$ cat src/rtl/word_blend_unit.sv
module word_blend_unit #(
  parameter int WORD_W = 16,
  parameter int LANE_WORDS = 8,
  parameter int LANES = 2
) (
  input  logic clk,
  input  logic rst,
  input  logic in_valid,
  input  logic [1:0] mode,
  input  logic [LANE_WORDS-1:0] mask,
  input  logic [WORD_W*LANE_WORDS*LANES-1:0] src_a,
  input  logic [WORD_W*LANE_WORDS*LANES-1:0] src_b,
  input  logic [WORD_W*LANE_WORDS*LANES-1:0] old_dst,
  output logic out_valid,
  output logic out_err,
  output logic [WORD_W*LANE_WORDS*LANES-1:0] result
);
  localparam int LANE_W = WORD_W * LANE_WORDS;
  localparam int TOTAL_W = LANE_W * LANES;
  localparam logic [1:0] M_DESTR = 2'b00;
  localparam logic [1:0] M_NARROW = 2'b01;
  localparam logic [1:0] M_WIDE = 2'b10;

  logic [TOTAL_W-1:0] blended;
  logic [TOTAL_W-1:0] next_res;
  logic rsv;

  assign rsv = (mode == 2'b11);

  for (genvar l = 0; l < LANES; l++) begin : g_lane
    for (genvar w = 0; w < LANE_WORDS; w++) begin : g_word
      localparam int LO = l*LANE_W + w*WORD_W;
      assign blended[LO +: WORD_W] = mask[w] ? src_b[LO +: WORD_W] : src_a[LO +: WORD_W];
    end
  end

  always_comb begin
    next_res = '0;
    case (mode)
      M_DESTR:  next_res = {old_dst[TOTAL_W-1:LANE_W], blended[LANE_W-1:0]};
      M_NARROW: next_res = {{(TOTAL_W-LANE_W){1'b0}}, blended[LANE_W-1:0]};
      M_WIDE:   next_res = blended;
      default:  next_res = '0;
    endcase
  end

  always_ff @(posedge clk) begin
    if (rst) begin
      out_valid <= 1'b0;
      out_err <= 1'b0;
      result <= '0;
    end else begin
      out_valid <= in_valid;
      if (in_valid) begin
        result <= next_res;
        out_err <= rsv;
      end
    end
  end

  assert_reset_clears_R1: assert property (@(posedge clk)
    rst |=> (!out_valid && !out_err && result == '0));
  assert_valid_follows_R2: assert property (@(posedge clk) disable iff (rst)
    out_valid == $past(in_valid) || $past(rst));
  assert_hold_idle_R2: assert property (@(posedge clk) disable iff (rst)
    !in_valid |=> $stable(result));
  assert_destr_upper_R4: assert property (@(posedge clk) disable iff (rst)
    (in_valid && mode == M_DESTR) |=> result[TOTAL_W-1:LANE_W] == $past(old_dst[TOTAL_W-1:LANE_W]));
  assert_narrow_zero_R5: assert property (@(posedge clk) disable iff (rst)
    (in_valid && mode == M_NARROW) |=> result[TOTAL_W-1:LANE_W] == '0);
  assert_reserved_R7: assert property (@(posedge clk) disable iff (rst)
    (in_valid && mode == 2'b11) |=> (out_err && result == '0));
  assert_no_err_R7: assert property (@(posedge clk) disable iff (rst)
    (in_valid && mode != 2'b11) |=> !out_err);
endmodule

$ cat config.mk
export PLATFORM = sky130hd
export DESIGN_NAME = word_blend_unit
export DESIGN_NICKNAME = d
export VERILOG_FILES = /design/src/rtl/word_blend_unit.sv
export SDC_FILE = /design/constraint.sdc
export NUM_CORES = 1
export LEC_CHECK = 0
export BUFFER_PORTS_ARGS = -buffer_cell sky130_fd_sc_hd__buf_4
export CAP_MARGIN = 0
export CORE_AREA = 10 10 394 396
export CTS_BUF_LIST = sky130_fd_sc_hd__clkbuf_4 sky130_fd_sc_hd__clkbuf_8
export DETAILED_ROUTE_END_ITERATION = 6
export DIE_AREA = 0 0 404 406
export HOLD_SLACK_MARGIN = 0.08
export PLACE_DENSITY_LB_ADDON = 0.25
export REMOVE_ABC_BUFFERS = 1
export SETUP_SLACK_MARGIN = 0.15
export SYNTH_ARGS = -nofsm -noshare
export SYNTH_HDL_FRONTEND = slang
export SYNTH_SLANG_ARGS = --single-unit
$ cat constraint.sdc
create_clock -name clk -period 1.2 [get_ports clk]
set_input_delay 0.12 -clock clk [delete_from_list [all_inputs] [get_ports clk]]
set_output_delay 0.12 -clock clk [all_outputs]
set_load 0.01 [all_outputs]
==> reports/results.ini, run 1 <==
[job]
drv_cap = 0

[critical_path]
crit_path_start_kind = register
cp_cell_sequence = buf_6, buf_6
cpMaxStageDelayCell = dfxtp_2
crit_path_max_fanout = 2
max_stage_delay_ps = 320
criticalPathCategory = register to output port
cp_top_family = flip-flops
timing.critical_path.buf_inv = 2
rrSetupSlack_ps = 310
cp_common_cell = buf_6
worstPathArrival_ps = 1280
worst_setup_path_end_kind = output port
cp_data_required_time_ps = 1080

[drt]
via_per_inst = 3.54
routedWlPerCell_um = 23.1
drt-initial-drc-count = 758
firstDrtPassIters = 5
detail-route-antenna-nets = 0
vias = 18500
remaining_drc_errors = 0
routed_wirelength_mm = 121

[die]
core_um2 = 147000
num_rows = 141
die_y_um = 406
die_w_um = 404
die-area_um2 = 164000
start_util_pct = 9.10
ios = 1039

[sta]
fmax_mhz = 715
timing_hold_violations_final = 0
setup_viol = 258
finalCritPeriodShare_pct = 117
period_minus_slack_ps = 1400
slew_violations = 0
skew_ps = 0
timing.setup.tns_ps = -16480
relSlewSlack_pct = 55.0
fin_ws_ps = -199
tightest_slew_ps = 674
rsz0062_at_grt = yes

[synthesis]
avgSynthCellArea_um2 = 8.94
ys.flop_type = dfxtp_1
synth_async_sr_flop_share_pct = 0
netlist.area_leader.share_pct = 38.6
yosys-top-cells-count = 258 x dfxtp_1, 249 x mux2_2, 196 x nor2_1
synthCells = 1497
yosysTopAreaCell = dfxtp_1
synth_cell_types = 21
synth_area_um2 = 13400
synth_area_leaders = dfxtp_1 39%, mux2_2 21%, nor2b_1 8.9%, a21oi_1 7.1%, nor2_1 5.5%
yosys_warnings = 0
synth-seq-cells = 258
yosysMostFrequentCell = dfxtp_1
yosysSeqAreaShare_pct = 38.6
synth_edf_count = 0

[pwr]
ir_drop_mv = 0.673
p_leak_nw = 14.5
power.total_mw = 30.3
power.density_nw_per_um2 = 885

[clocking]
clk_latency_ps = 700
cts-buffers-inserted = 56
path_clk_slew_ps = 60
cts_max_path_buffers = 3
clock_sinks = 258
htree_levels = 2
root_buffer = clkbuf_8
cts_tree = yes

[global_routing]
antenna_found_initial = 83
track_usage_pct = 13.4
overflow = 0
grt_max_degree = 47
grt_pass1_vias = 19900
grt_pass1_wl_mm = 157

[placed_design]
place_congestion = 0.810
dp_hpwl_mm = 92.2
portBuffers = 910
dpl.cell_count = 4334

[final_layout]
drive_gt1_share_pct = 53.8
instances_no_fill = 5228
fillers = 16000
fin_nets = 4006
syn2layout_area_growth_pct = 155

[min_path]
hp-class = input port to register

[outcome]
status = complete, but fails checks
violations = setup timing

[path summary, 6_finish.rpt]
path,cells past startpoint,end,startpoint
max,2,result[218],result[218]
min,5,result[129],mask[0]
max reg2reg,4,result[197],result[197]
min reg2reg,2,result[236],result[236]
[timing repair]
action | 4_1_cts | 5_1_grt
setup endpoints to repair | 258 | 455
hold buffers | 670 | 104
setup buffers | 4 | 43
resized for setup | 527 | 90
endpoints found under the hold margin | 258 | 81
pin swaps | 0 | 13
gates cloned | 0 | 6
[layer usage]
metal	vias up	track usage, %	part of all wire, %
met5	-	0	0.13
met4	24	4.57	3.0
met3	200	5.44	8.6
met2	804	22.8	48
met1	8732	15.2	40
li1	8762	-	-
[registers in the layout, summed over array words and instances, names as in the netlist]
signal     cells
out_err        1
result       256
out_valid      1
[where the power goes]
| part | switching (mW) | internal (mW) |
|---|---|---|
| Sequential | 0.364 | 9.15 |
| Clock | 4.74 | 6.66 |
| Combinational | 3.71 | 5.63 |
[worst reg2reg max path, delay by kind of cell, from the launching register on]
family | cells | cell delay [ps]
buf+inv | 1 | 120
flops | 1 | 320
compound gates | 2 | 210
simple gates | 1 | 120
[logic make-up after synthesis]
kind of cell / count (synthesis) / share of synthesized area, %
simple gates: 452 / 16.3
compound gates: 385 / 18.1
flops: 258 / 38.6
mux: 256 / 21.5
buf+inv: 146 / 5.46
[per-stage QoR]
stage	worst slack (ps)	cell area, um^2	util [%]	hold slack (ps)
after floorplan	-3730	12700	-	185
after global placement	-156	23500	16.0	422
after detailed placement	-139	23500	16.0	426
after CTS	-313	32900	22.4	-25.9
after global routing	-293	34100	23.2	80.1
final	-199	34200	23.2	66.7
[layout make-up]
class                   instances  area [um^2]  area share, %
clock inverters                10          163          0.476
diodes                         33         82.6          0.242
flip-flops and latches        258         5520           16.1
well taps                    1930         2410           7.06
multi-input cells            1093         7620           22.3
repair buffers               1816        17300           50.5
clock buffers                  88         1100           3.23
[cells in the final DEF, fill, tap and decap left out, types with 3 or more instances in the layout]
cell type	synthesis	layout
clkbuf_16	0	6
dfxtp_2	0	246
diode_2	0	33
a21oi_1	190	190
nand2_1	62	62
a211oi_2	16	39
dlymetal6s2s_1	0	3
bufinv_16	0	4
mux2_1	7	7
clkbuf_8	0	71
dlygate4sd3_1	0	674
nor2b_1	191	191
buf_12	0	49
a211oi_1	50	27
clkbuf_4	0	17
clkinv_2	0	3
dfxtp_4	0	12
a31oi_1	62	62
mux2_2	249	249
dlymetal6s4s_1	0	30
buf_8	0	8
buf_6	1	269
nor2_1	196	195
buf_4	25	777
a22oi_1	66	66
No activity file was read; power rests on OpenSTA's default activity.
==> run 2: changes to the inputs <==
CAP_MARGIN = unset   (was 0)
CTS_BUF_LIST = sky130_fd_sc_hd__clkbuf_2 sky130_fd_sc_hd__clkbuf_4 sky130_fd_sc_hd__clkbuf_8   (was sky130_fd_sc_hd__clkbuf_4 sky130_fd_sc_hd__clkbuf_8)
clock period = 1.61 ns   (was 1.2 ns; I/O delays follow)
==> reports/results.ini, run 2 (synthesis results as in run 1) <==
[drt]
detail-route-antenna-nets = 0
routedWlPerCell_um = 22.6
via_per_inst = 3.48
drt-initial-drc-count = 677
routed_wirelength_mm = 112
remaining_drc_errors = 0
firstDrtPassIters = 4
vias = 17300

[clocking]
path_clk_slew_ps = 60
cts_max_path_buffers = 3
clock_sinks = 258
clk_latency_ps = 690
root_buffer = clkbuf_8
cts_tree = yes
cts-buffers-inserted = 58
htree_levels = 2

[final_layout]
top_register = result
layout_commonest_cell = buf_4
largest_registers = result x256, out_err x1, out_valid x1
largest_reg_flops = 256
mostFrequentLayoutCells = 918 x buf_4, 575 x dlygate4sd3_1, 249 x mux2_2, 209 x dfxtp_1, 195 x nor2_1
fin_nets = 3759
fillers = 16400
design_area_um2 = 30200
syn2layout_area_growth_pct = 125
drive_gt1_share_pct = 46.6

[global_routing]
grt_pass1_wl_mm = 150
overflow = 0
grt_pass1_vias = 18600
gr-usage-met1_pct = 15.2
grt-busiest-layer = met2
track_usage_pct = 12.9
grt_max_degree = 60
grtUsageMet2_pct = 22.4
grt_use_met3_pct = 4.70
antenna_found_initial = 71

[die]
start_util_pct = 9.10
die-area_um2 = 164000
die_w_um = 404
die_y_um = 406
ios = 1039
num_rows = 141
core_um2 = 147000

[pwr]
ir_drop_mv = 0.512
power.density_nw_per_um2 = 694
p_leak_nw = 12.5

[sta]
timing_hold_violations_final = 0
holdWs_ps = 169
relSlewSlack_pct = 57.3
tightest_slew_ps = 640
skew_ps = 0
finalCritPeriodShare_pct = 90.6
timing.setup.tns_ps = 0
rsz0062_at_grt = yes
setup_viol = 0
period_minus_slack_ps = 1460
slew_violations = 0
fmax_mhz = 686

[critical_path]
worstPathArrival_ps = 2070
crit_path_start_kind = input port
reg2reg_depth = 4
criticalPathCategory = input port to register
cp_data_required_time_ps = 2220
crit_path_max_fanout = 16
worst_setup_path_end_kind = register

[placed_design]
portBuffers = 910
post_dp_cell_area_um2 = 22900
place_congestion = 0.808
dp_hpwl_mm = 89.5

[min_path]
holdPathStages = 4
hp-class = input port to register

[job]
drv_cap = 0

[outcome]
status = finished, final reports clean

run 2: area by class of cell:
class / count / area [um^2] / area share (%)
repair buffers: 1567 / 13800 / 45.7
multi-input cells: 1093 / 7510 / 24.9
flip-flops and latches: 258 / 5260 / 17.4
well taps: 1930 / 2410 / 8.01
clock buffers: 81 / 1020 / 3.39
clock inverters: 16 / 144 / 0.477
diodes: 9 / 22.5 / 0.0747
run 2: metrics by stage:
step                      instances  setup slack, ps  util, %  power [mW]
after floorplan                1351            -3360        -        8.52
after global placement         4268              171     15.6        11.8
after detailed placement       4268              171     15.6        11.8
after CTS                      4943              116     20.4        21.5
after global routing           4948              138     20.5        22.1
final                          4954              151     20.5        20.9
run 2: layer usage:
| layer | up-vias | share of wire (%) | wire length [um] |
|---|---|---|---|
| met5 | - | 0.19 | 212 |
| met4 | 32 | 1.8 | 2050 |
| met3 | 169 | 8.3 | 9320 |
| met2 | 666 | 49 | 54600 |
| met1 | 8143 | 41 | 46000 |
| li1 | 8241 | - | - |
run 2: worst max-delay path, stage by stage:
cell and delay, ps:
buf_4 140, and3b_4 330, buf_12 180, dlygate4sd3_1 970, nand2_1 100, a21oi_1 140
run 2: final timing paths:
path                       to        start  slack, ps
setup / recovery  result[212]      mode[0]        150
setup reg to reg  result[255]  result[255]        230
hold / removal    result[177]     in_valid        170
hold reg to reg   result[246]  result[246]        480
run 2: what timing repair did:
action,in CTS,in global routing
pin swaps,0,1
cloned,0,1
endpoints found under the hold margin,258,1
gates resized for setup,99,5
setup endpoints to repair,55,27
hold buffers,577,2
setup buffers,1,0
run 2: where the power goes:
group	switching [mW]	total [mW]	internal (mW)
sequential	0.210	6.97	6.76
clock	3.59	7.95	4.37
combinational	2.39	6.01	3.62
